$ cat src/rtl/cap_timer_pkg.sv
package cap_timer_pkg;
  localparam int ADDR_W = 2;

  localparam logic [ADDR_W-1:0] ADR_CTRL = 2'd0;
  localparam logic [ADDR_W-1:0] ADR_CNT  = 2'd1;
  localparam logic [ADDR_W-1:0] ADR_CAPA = 2'd2;
  localparam logic [ADDR_W-1:0] ADR_CAPB = 2'd3;

  localparam int CTRL_W = 8;

  // bit order from msb to lsb matches the control word layout
  typedef struct packed {
    logic edge_b;    // 7: 1 = falling edge on B
    logic edge_a;    // 6: 1 = falling edge on A
    logic cap_mode;  // 5: capture behaviour enabled
    logic en_b;      // 4
    logic en_a;      // 3
    logic pend_b;    // 2
    logic pend_a;    // 1
    logic run_uf;    // 0: run control, or underflow flag in capture mode
  } ctrl_t;
endpackage

$ cat src/rtl/cap_edge_det.sv
module cap_edge_det #(
  parameter int STAGES = 2
) (
  input  logic clk_i,
  input  logic rst_i,
  input  logic pin_i,
  input  logic fall_sel_i,
  output logic hit_o
);
  logic [STAGES-1:0] sync_q;
  logic              prev_q;
  logic              lvl;

  always_ff @(posedge clk_i) begin
    if (rst_i) begin
      sync_q <= '0;
      prev_q <= 1'b0;
    end else begin
      sync_q <= {sync_q[STAGES-2:0], pin_i};
      prev_q <= sync_q[STAGES-1];
    end
  end

  assign lvl = sync_q[STAGES-1];

  always_comb begin
    if (fall_sel_i) hit_o = prev_q & ~lvl;
    else            hit_o = ~prev_q & lvl;
  end
endmodule

$ cat src/rtl/cap_down_cnt.sv
module cap_down_cnt #(
  parameter int W = 16
) (
  input  logic         clk_i,
  input  logic         rst_i,
  input  logic         run_i,
  input  logic         tick_i,
  input  logic         ld_i,
  input  logic [W-1:0] ld_val_i,
  output logic [W-1:0] count_o,
  output logic         uflow_o
);
  logic [W-1:0] count_q;
  logic         step;

  assign step    = run_i & tick_i & ~ld_i;
  assign uflow_o = step & (count_q == '0);
  assign count_o = count_q;

  always_ff @(posedge clk_i) begin
    if (rst_i)     count_q <= '0;
    else if (ld_i) count_q <= ld_val_i;
    else if (step) count_q <= count_q - 1'b1;
  end
endmodule

$ cat src/rtl/cap_timer.sv
module cap_timer
  import cap_timer_pkg::*;
#(
  parameter int CNT_W       = 16,
  parameter int SYNC_STAGES = 2
) (
  input  logic              clk_i,
  input  logic              rst_i,
  input  logic [ADDR_W-1:0] bus_addr_i,
  input  logic              bus_we_i,
  input  logic [CNT_W-1:0]  bus_wdata_i,
  output logic [CNT_W-1:0]  bus_rdata_o,
  input  logic              pin_a_i,
  input  logic              pin_b_i,
  input  logic              tick_i,
  output logic              irq_o
);
  localparam int N_CH   = 2;
  localparam int PAD_W  = CNT_W - CTRL_W;

  ctrl_t                       ctrl_q;
  logic                        wr_ctrl;
  logic                        wr_cnt;
  logic [CNT_W-1:0]            cnt_val;
  logic                        uflow;
  logic [N_CH-1:0]             pins;
  logic [N_CH-1:0]             edge_sel;
  logic [N_CH-1:0]             hit;
  logic [N_CH-1:0]             cap_evt;
  logic [N_CH-1:0][CNT_W-1:0]  cap_vals;
  logic [CNT_W-1:0]            rdata_q;
  logic                        irq_q;

  assign wr_ctrl  = bus_we_i & (bus_addr_i == ADR_CTRL);
  assign wr_cnt   = bus_we_i & (bus_addr_i == ADR_CNT);
  assign pins     = {pin_b_i, pin_a_i};
  assign edge_sel = {ctrl_q.edge_b, ctrl_q.edge_a};

  cap_down_cnt #(.W(CNT_W)) u_cnt (
    .clk_i    (clk_i),
    .rst_i    (rst_i),
    .run_i    (ctrl_q.cap_mode | ctrl_q.run_uf),
    .tick_i   (tick_i),
    .ld_i     (wr_cnt),
    .ld_val_i (bus_wdata_i),
    .count_o  (cnt_val),
    .uflow_o  (uflow)
  );

  for (genvar ch = 0; ch < N_CH; ch++) begin : g_ch
    logic [CNT_W-1:0] val_q;

    cap_edge_det #(.STAGES(SYNC_STAGES)) u_edge (
      .clk_i      (clk_i),
      .rst_i      (rst_i),
      .pin_i      (pins[ch]),
      .fall_sel_i (edge_sel[ch]),
      .hit_o      (hit[ch])
    );

    assign cap_evt[ch] = hit[ch] & ctrl_q.cap_mode;

    always_ff @(posedge clk_i) begin
      if (rst_i)            val_q <= '0;
      else if (cap_evt[ch]) val_q <= cnt_val;
    end

    assign cap_vals[ch] = val_q;
  end

  // control register: hardware events are applied last so they win
  always_ff @(posedge clk_i) begin
    if (rst_i) begin
      ctrl_q <= '0;
    end else begin
      if (wr_ctrl) ctrl_q <= ctrl_t'(bus_wdata_i[CTRL_W-1:0]);
      if (cap_evt[0]) ctrl_q.pend_a <= 1'b1;
      if (cap_evt[1]) ctrl_q.pend_b <= 1'b1;
      if (uflow && ctrl_q.cap_mode) ctrl_q.run_uf <= 1'b1;
    end
  end

  always_ff @(posedge clk_i) begin
    if (rst_i) begin
      irq_q <= 1'b0;
    end else begin
      irq_q <= ((ctrl_q.pend_a | (ctrl_q.run_uf & ctrl_q.cap_mode)) & ctrl_q.en_a)
             | (ctrl_q.pend_b & ctrl_q.en_b);
    end
  end

  always_ff @(posedge clk_i) begin
    if (rst_i) begin
      rdata_q <= '0;
    end else begin
      unique case (bus_addr_i)
        ADR_CTRL: rdata_q <= {{PAD_W{1'b0}}, ctrl_q};
        ADR_CNT:  rdata_q <= cnt_val;
        ADR_CAPA: rdata_q <= cap_vals[0];
        default:  rdata_q <= cap_vals[1];
      endcase
    end
  end

  assign bus_rdata_o = rdata_q;
  assign irq_o       = irq_q;
endmodule

$ cat config.mk
export PLATFORM = sky130hd
export DESIGN_NAME = cap_timer
export DESIGN_NICKNAME = d
export VERILOG_FILES = /design/src/rtl/cap_timer_pkg.sv /design/src/rtl/cap_edge_det.sv /design/src/rtl/cap_down_cnt.sv /design/src/rtl/cap_timer.sv
export SDC_FILE = /design/constraint.sdc
export NUM_CORES = 1
export LEC_CHECK = 0
export BUFFER_PORTS_ARGS = -buffer_cell sky130_fd_sc_hd__buf_2
export CAP_MARGIN = 20
export CORE_ASPECT_RATIO = 0.7
export CORE_MARGIN = 5
export CORE_UTILIZATION = 41
export DETAILED_ROUTE_END_ITERATION = 7
export HOLD_SLACK_MARGIN = 0.03
export SLEW_MARGIN = 0
export SYNTH_ARGS = -nofsm -noshare
export SYNTH_HDL_FRONTEND = slang
export SYNTH_HIERARCHICAL = 1
export SYNTH_SLANG_ARGS = --single-unit
$ cat constraint.sdc
create_clock -name clk_i -period 2.7 [get_ports clk_i]
set_input_delay 0.54 -clock clk_i [delete_from_list [all_inputs] [get_ports clk_i]]
set_output_delay 0.54 -clock clk_i [all_outputs]
set_load 0.05 [all_outputs]
# After elaboration in Yosys (flattened, before gate mapping)

Index checks and enable logic that the tools add are counted.

$add $sub $neg: 1
Equality and inequality tests: 2
Multiplexer cells: 9
Bitwise logic cells: 22
Reduce and logical (&&, ||, !) cells: 7

Operators by type and width:

| cell                                                                 | count |
|---|---|
| 16-bit one-hot mux with 3 select lines                               | 1 |
| 16-bit 2-to-1 mux                                                    | 2 |
| 16-bit logical NOT                                                   | 1 |
| 16-bit by 1-bit subtractor with 16-bit output, second input constant | 1 |
| 1-bit bitwise AND                                                    | 14 |
| 2-bit nonzero test                                                   | 4 |
| 1-bit 2-to-1 mux                                                     | 5 |
| 1-bit NOT                                                            | 5 |
| 3-bit 2-to-1 mux                                                     | 1 |
| 1-bit bitwise OR                                                     | 3 |
| 2-bit by 1-bit == test with 1-bit output, second input constant      | 1 |
| 2-bit == test, second input constant                                 | 1 |
| 2-bit logical NOT                                                    | 1 |
| 1-bit logical AND                                                    | 1 |

Register bits after elaboration: 79
Input bits: 24
Logic and storage cells: 58

# Logic depth before layout (Yosys ltp)

Gate-level depths: netlist of run 1.

Depth in word-level cells: 7
Gate-level depth with buffers: 8
Depth with buffers taken out: 6

# Cells and area by module

Netlist of run 1, hierarchy kept.

Modules (own cells, without submodules):

| module       | times used | cells each | area an instance (um^2) | sequential area each (um^2) |
|---|---|---|---|---|
| cap_timer    | 1          | 248        | 2,284.7                 | 1,141.1 |
| cap_down_cnt | 1          | 103        | 859.6                   | 320.3 |
| cap_edge_det | 2          | 9          | 101.3                   | 60.1 |

# Worst setup path before layout of run 1

OpenSTA, ideal clock, no wires.

Path type: register -> register
From: register u_cnt.count_q[7] (netlist: u_cnt/count_o[7])
To: register u_cnt.count_q[15] (netlist: u_cnt/count_o[15])
Setup time: 0.091 ns
Arrival time: 1.975 ns
Required time: 2.609 ns
Slack: 0.634 ns
Stages on the path, launching flop included: 5
Clock period less this slack: 2.066 ns
Path through: dfxtp_1 -> or4_4 -> or4_4 -> or3_1 -> a311oi_1

Word-level cells in the longest chain between the ends: 3

Ends and longest elaborated chain:

| what                                          | RTL line           | RTL |
|---|---|---|
| start: declaration                            | cap_down_cnt.sv:13 | `logic [W-1:0] count_q;` |
| start signal: assignment                      | cap_down_cnt.sv:22 | `else if (ld_i) count_q <= ld_val_i;` |
| start signal: assignment                      | cap_down_cnt.sv:23 | `else if (step) count_q <= count_q - 1'b1;` |
| 16-bit by 1-bit subtractor with 16-bit output | cap_down_cnt.sv:23 |  |
| 16-bit 2-to-1 mux                             | cap_down_cnt.sv:23 |  |
| 16-bit 2-to-1 mux                             | cap_down_cnt.sv:22 |  |

Every way passes these cells. The select of a mux whose other input is x is not followed.
A chain may end at the register's enable or synchronous reset.

# Worst setup path in the final report of run 1

From: register ctrl_q[5] (netlist name)
To: register u_cnt.count_q[13] (netlist: u_cnt/count_o[13])

Word-level cells in the longest chain between the ends: 4

Ends and longest elaborated chain:

| what                                | RTL line           | RTL |
|---|---|---|
| start: declaration                  | cap_timer.sv:21    | `ctrl_t ctrl_q;` |
| start signal: assignment            | cap_timer.sv:76    | `if (wr_ctrl) ctrl_q <= ctrl_t'(bus_wdata_i[CTRL_W-1:0]);` |
| 1-bit bitwise OR                    | cap_timer.sv:42    | `.run_i (ctrl_q.cap_mode \| ctrl_q.run_uf),` |
| 1-bit bitwise AND (2 in series)     | cap_down_cnt.sv:16 | `assign step = run_i & tick_i & ~ld_i;` |
| 2-bit nonzero test (no source line) | n/a                |  |

Every way passes these cells.

==> results of run 1 <==
## stage by stage
stage	hold WS (ns)	std cells	instance area (um2)
4_1_cts	0.4068	512	3956
3_3_place_gp	0.4203	496	3631
5_1_grt	0.4073	512	3956
3_5_place_dp	0.4311	496	3631
6_report	0.4189	512	3956
2_1_floorplan	0.4138	369	3347
## report_power, final
group / internal, uW / total, uW / switching, uW / leakage (uW)
clock: 858 / 1300 / 438 / 0.000160
sequential: 1200 / 1230 / 37.8 / 0.000640
combinational: 89.5 / 214 / 124 / 0.000723
## registers in the layout, summed over array words and instances (netlist names)
signal / cells
bus_rdata_o: 16
ctrl_q: 8
irq_o: 1
g_ch.u_edge/prev_q: 2
g_ch.val_q: 32
g_ch.u_edge/sync_q: 4
u_cnt/count_o: 16
## synthesized netlist by cell type (all sizes together), types with 4 or more instances
library cell	instances
a311oi	4
mux2	8
dfxtp	79
a21oi	46
nor2	24
a211oi	10
xor2	7
clkbuf	11
buf	13
inv	5
mux4	8
nand4	4
nor2b	15
nand2	85
a22oi	10
## final cells by class
type	count	area (um2)
tap	101	126.4
timing repair buffer	50	287.8
clock buffer	13	260.3
inverter	5	18.77
sequential	79	1582
multi-input combinational	261	1617
clock inverter	3	65.06
fill	760	3949
## worst max-delay path: stages (launching register included)
cell,delay [ns]
dfxtp_1,0.47
or2_2,0.22
nor4bb_1,0.36
nand3_1,0.25
or4_2,0.58
a311oi_1,0.25
## logic make-up after synthesis
| kind of cell | synth area share (%) |
|---|---|
| adder cells (fa/ha/maj) | 0.3738 |
| multiplexers | 8.972 |
| buffers and inverters | 4.448 |
| AND/OR/NAND/NOR | 21.94 |
| AO/OA/AOI/OAI | 14.65 |
| flip-flops | 47.25 |
| XOR/XNOR | 2.355 |
## final timing paths
check | startpoint | end | slack (ns) | cells past startpoint
max | ctrl_q[5] | u_cnt/count_o[13] | 0.48 | 5
min | pin_a_i | g_ch[0].u_edge/sync_q[0] | 0.42 | 2
max reg2reg | ctrl_q[5] | u_cnt/count_o[13] | 0.48 | 5
min reg2reg | g_ch[1].u_edge/sync_q[0] | g_ch[1].u_edge/sync_q[1] | 0.44 | 1
## routing by layer
metal	vias to the layer above	GRT usage [%]
met5	-	0
met4	0	5.625
met3	4	5.669
met2	81	22.18
met1	1252	24.28
li1	1360	-
==> impl_results.md, run 1 <==
* CP endpoint kind: register
* Worst Path Arrival at ~2.5 ns
* Top layer in use: met4
* Hold/Removal Path Class: in -> reg
* Vias post-DR at about 2,700
* PD cells at 693.3 nW/um2
* Most common cell after layout, fill and taps aside: nand2_1
* Antenna diodes at 0
* Synth warnings at 6
* Num ports at 41
* First-pass GRT wire length at roughly 13,000 um
* Metal-1 WL at 3902 um
* Number of post-CTS setup repair buffers at 0
* Minimum clock period at 2.218 ns
* Slew Limit Fails at 0
* Cell taking the most area after synthesis: dfxtp_1
* Post-layout utilization of the core at between 50% and 60%
* Most frequent cells in the layout: nand2_1, dfxtp_1, a21oi_1
* Total gr overflow at 0
* Synth Flop Type: dfxtp_1
* Core Footprint at 7905 um2
* Clk sinks at 79
* DR WL met2 at 3277 um
* Count of state elements after synthesis at 79
* Critical path class: reg -> reg
* Placer Congestion at ~0.82
* Worst-Margin Slew at between 0.7 and 0.8 ns
* Number of antenna violations at the first check in global routing at 0
* Post-synth EDFFs at 0
* PostCTS Resize Cnt at 0
* VDD IR max at 0.4949 mV
* Root buffer cell: clkbuf_16
* Tcrit/Tclk final at 82.16%
* NumNets Final at 431
* Post-Syn Area at 3347 um2
* Fmax at 450.8 MHz
* Initial core utilization at between 40% and 50%
* P&R area growth vs syn at 18.21%
* Vias per cell at 5.268
* DRC at 0
* Clock slew at reported path FFs at 0.06 ns
* Sequential share of the synthesized area at 47.25%
* Worst-case clock skew at 0.004946 ns
* Max Cap Viol at 0
* Mapped Nets at 394
* Outcome: completed
* Final setup vio count at 0
* Max clock buf depth at 2
* DR WL met3 at roughly 720 um
* Vias in the first global route at 2,516
* Final WS setup at 0.4817 ns
* Final Power at between 2000 and 3000 uW
* Num CTS Buffers at 9
* Crit path max fanout at 9
* Routed WL at 7935 um
* Drt initial violations at 197
* Synth async-reset ratio at 0%
* Leakage at 0.001523 uW
* Pre-Repair DR Iteration Count at 4
* Clock Latency Late Sink at between 0.3 and 0.4 ns
* CTS Hold Buffers Added at 0
* Die Span Y at about 86 um
* CP Data Required Time at 2.94 ns
* Max-slew headroom at a little over half
* Total GRT Usage at around 16%
* Share of cells above drive strength 1 at about a fifth
* DIE AREA at 10,100 um2
* TNS Setup at 0 ns
* Post-DRT Antenna Nets at 0
* Post-synth top area share at 47.25%
* CTS tree: yes
* H-tree depth at 3
* Startpoint Class: register
* Syn avg cell area at 9.070 um2
* Synth Instances at 369
* Ranking of synthesized cells by area: dfxtp_1, nand2_1, a21oi_1, mux4_1, nor2b_1
* Die width at about 120 um
* Largest net degree at the start of global routing at 80
* Hold Violations, Final at 0
* Post-Place Worst Slack at 0.4345 ns
* RSZ-0062 raised after global routing: no
* Synth unique cells at 43
* Hpwl dp at about 5400 um
* Port Buf Inserts at 40
* # rows at 27
* WL per Instance at 15.50 um
No activity file was read; power rests on OpenSTA's default activity.
==> run 2, diff against run 1 <==
--- a/config.mk
+++ b/config.mk
@@ -5,6 +5,7 @@
 export SDC_FILE = /design/constraint.sdc
 export NUM_CORES = 1
 export LEC_CHECK = 0
+export ABC_AREA = 1
 export BUFFER_PORTS_ARGS = -buffer_cell sky130_fd_sc_hd__buf_2
 export CAP_MARGIN = 20
 export CORE_ASPECT_RATIO = 0.7
==> constraint.sdc (replaced) <==
create_clock -name clk_i -period 2.04 [get_ports clk_i]
set_input_delay 0.408 -clock clk_i [delete_from_list [all_inputs] [get_ports clk_i]]
set_output_delay 0.408 -clock clk_i [all_outputs]
set_load 0.05 [all_outputs]
==> run 2 against run 1 <==
  * Power rose by 45%
  * Largest cell class unchanged
  * Sequential cell count did not move
  * Area after synthesis grew 11%
  * Die area is 10% higher
==> impl_results.md, run 2 <==
* Mapped Nets at about 570
* Minimum clock period at about 1.6 ns
* Die Span Y at around 90 um
* First-pass GRT wire length at 15,460 um
* Outcome: completed
* Num CTS Buffers at 9
* Pre-Repair DR Iteration Count at 5
* P&R area growth vs syn at 16.49%
* Synth unique cells at 31
* Vias post-DR at 3,345
* DIE AREA at between 10,000 and 15,000 um2
* CP Data Required Time at ~2.3 ns
* Reg with most FFs: g_ch.val_q
* Fmax at 641.5 MHz
* Critical path class: reg -> reg
* DP Cell Count at 692
* Hold/Removal Path Class: in -> reg
* Count of state elements after synthesis at 79
* Post-synth top area share at 42.44%
* VDD IR max at 0.4431 mV
* Synth Flop Type: dfxtp_1
* Post-Syn Area at 3726 um2
* Leakage at 0.002025 uW
* Number of antenna violations at the first check in global routing at 0
* Share of cells above drive strength 1 at between 10% and 20%
* Ranking of synthesized cells by area: dfxtp_1, nand2_1, nor2_1, inv_1, o21ai_1
* Startpoint Class: register
* Placer Congestion at 0.8627
* Max Cap Viol at 0
* H-tree depth at 3
* Hold Violations, Final at 0
* Crit-path slowest cell: dfxtp_1
* CP delay by family, top: flip-flops
* Antenna diodes at 0
* Clock Latency Late Sink at 0.34 ns
* Worst path most repeated cell: nand2_1
* Most frequent cells in the layout: nand2_1, nor2_1, dfxtp_1
* Max-slew headroom at 54.70%
* Total GRT Usage at 17.58%
* Largest net degree at the start of global routing at 46
* Top cells by count, synth: nand2_1, nor2_1, dfxtp_1
* Synth warnings at 6
* Worst-case clock skew at around 0.0038 ns
* Most frequent cell after synthesis: nand2_1
* Sequential share of the synthesized area at 42.44%
* Number of post-CTS setup repair buffers at 0
* Initial core utilization at 41.57%
* Post-synth EDFFs at 0
* # fillers at a little over 900
* CP endpoint kind: register
* Max reg flops at 32
* Total gr overflow at 0
* PostCTS Resize Cnt at 0
* Worst-Margin Slew at 0.6784 ns
* Drt initial violations at 277
* Core Footprint at 8962 um2
* Most common cell after layout, fill and taps aside: nand2_1
* Num ports at 41
* Non-Filler Instances at 707
* Clock slew at reported path FFs at 0.06 ns
* WP buf/inv at 1
* Hpwl dp at 6458 um
* DRC at 0
* Final setup vio count at 0
* Crit path max fanout at 6
* Clk sinks at 79
* RSZ-0062 raised after global routing: no
* Routed WL at 9236 um
* Vias per cell at 4.731
* Syn avg cell area at 6.875 um2
* WL per Instance at 13.06 um
* Synth async-reset ratio at 0%
* Cell taking the most area after synthesis: dfxtp_1
* Die width at 123.9 um
* PD cells at 914.8 nW/um2
* Root buffer cell: clkbuf_16
* NumNets Final at 604
* Worst Path Arrival at about 1.8 ns
* CTS Hold Buffers Added at 0
* # rows at 29
* Tcrit/Tclk final at 76.41%
* Synth Instances at 542
* Final Power at 3970 uW
* Vias in the first global route at approximately 3,100
* TNS Setup at 0 ns
* CP max stage delay at about 0.5 ns
* Slew Limit Fails at 0
* Port Buf Inserts at 40
* Post-DRT Antenna Nets at 0
* Max clock buf depth at 2
* Critical Path, Cell by Cell: inv_1 > ha_1 > nand3_4 > nor2_4 > nand2_1 > nand2_1 > nand2_1 > nand2_1 > a21oi_1
* CTS tree: yes
==> run 2: changes by cell type after synthesis, moves of 10 or more <==
cell     before  now
inv_1         5   57
a21oi_1      46   28
nand3_1       3   34
nor2b_1      15    0
nor2_1       24   84
inv_2         0   13
a22oi_1      10    0
o21ai_0       2   12
o21ai_1       0   38
nand2_1      85  129
==> run 2: layout make-up <==
| class | count | area [um2] | share of cell area, % |
|---|---|---|---|
| clock buffer | 10 | 239.0 | 5.506 |
| sequential | 79 | 1582 | 36.44 |
| clock inverter | 5 | 81.33 | 1.874 |
| inverter | 73 | 276.5 | 6.371 |
| multi-input combinational | 369 | 1754 | 40.42 |
| timing repair buffer | 47 | 252.7 | 5.823 |
| tap | 124 | 155.1 | 3.575 |
==> run 2: power by group <==
part	internal, uW	leakage, uW	switching, uW
clock network	1100	0.000155	628
logic	205	0.00123	374
registers	1600	0.000641	70.1
total	2900	0.00203	1070
==> run 2: metal layers <==
metal	track usage (%)	vias up	share of wire, %
met5	0	-	0
li1	-	1770	-
met1	26.16	1503	52
met2	24.97	62	42
met4	4.467	0	1.0
met3	4.768	10	5.4
==> run 2: worst register-to-register path, cell delays in order, from the launching register on <==
cell     delay [ns]
dfxtp_1        0.50
inv_1          0.15
ha_1           0.29
nand3_4        0.15
nor2_4         0.06
nand2_1        0.05
nand2_1        0.05
nand2_1        0.07
nand2_1        0.05
a21oi_1        0.12
==> run 2: final timing paths <==
check / from / slack, ns / cells past startpoint / to
min reg2reg: g_ch[0].u_edge/sync_q[0] / 0.40 / 2 / g_ch[0].u_edge/sync_q[1]
min: pin_b_i / 0.27 / 3 / g_ch[1].u_edge/sync_q[0]
max: u_cnt/count_o[0] / 0.48 / 9 / u_cnt/count_o[10]
max reg2reg: u_cnt/count_o[0] / 0.48 / 9 / u_cnt/count_o[10]
==> run 2: cell families (layout without fill, tap and decap cells) <==
| family | after synthesis | count (layout) | synth area share, % |
|---|---|---|---|
| buf+inv | 94 | 135 | 10.61 |
| xor+xnor | 5 | 5 | 1.175 |
| compound gates | 92 | 92 | 13.50 |
| fa+ha+maj | 1 | 1 | 0.3357 |
| simple gates | 271 | 271 | 31.93 |
| flops | 79 | 79 | 42.44 |
==> run 2: through the flow <==
step	util (%)	area [um2]	worst slack [ns]	hold WS [ns]
CTS	48.43	4340	0.4952	0.2669
detailed placement	44.86	4020	0.2581	0.3931
floorplan	-	3726	0.3490	0.3883
finish	48.43	4340	0.4812	0.2745
global route	48.43	4340	0.3381	0.2786
global placement	44.86	4020	0.2849	0.3927
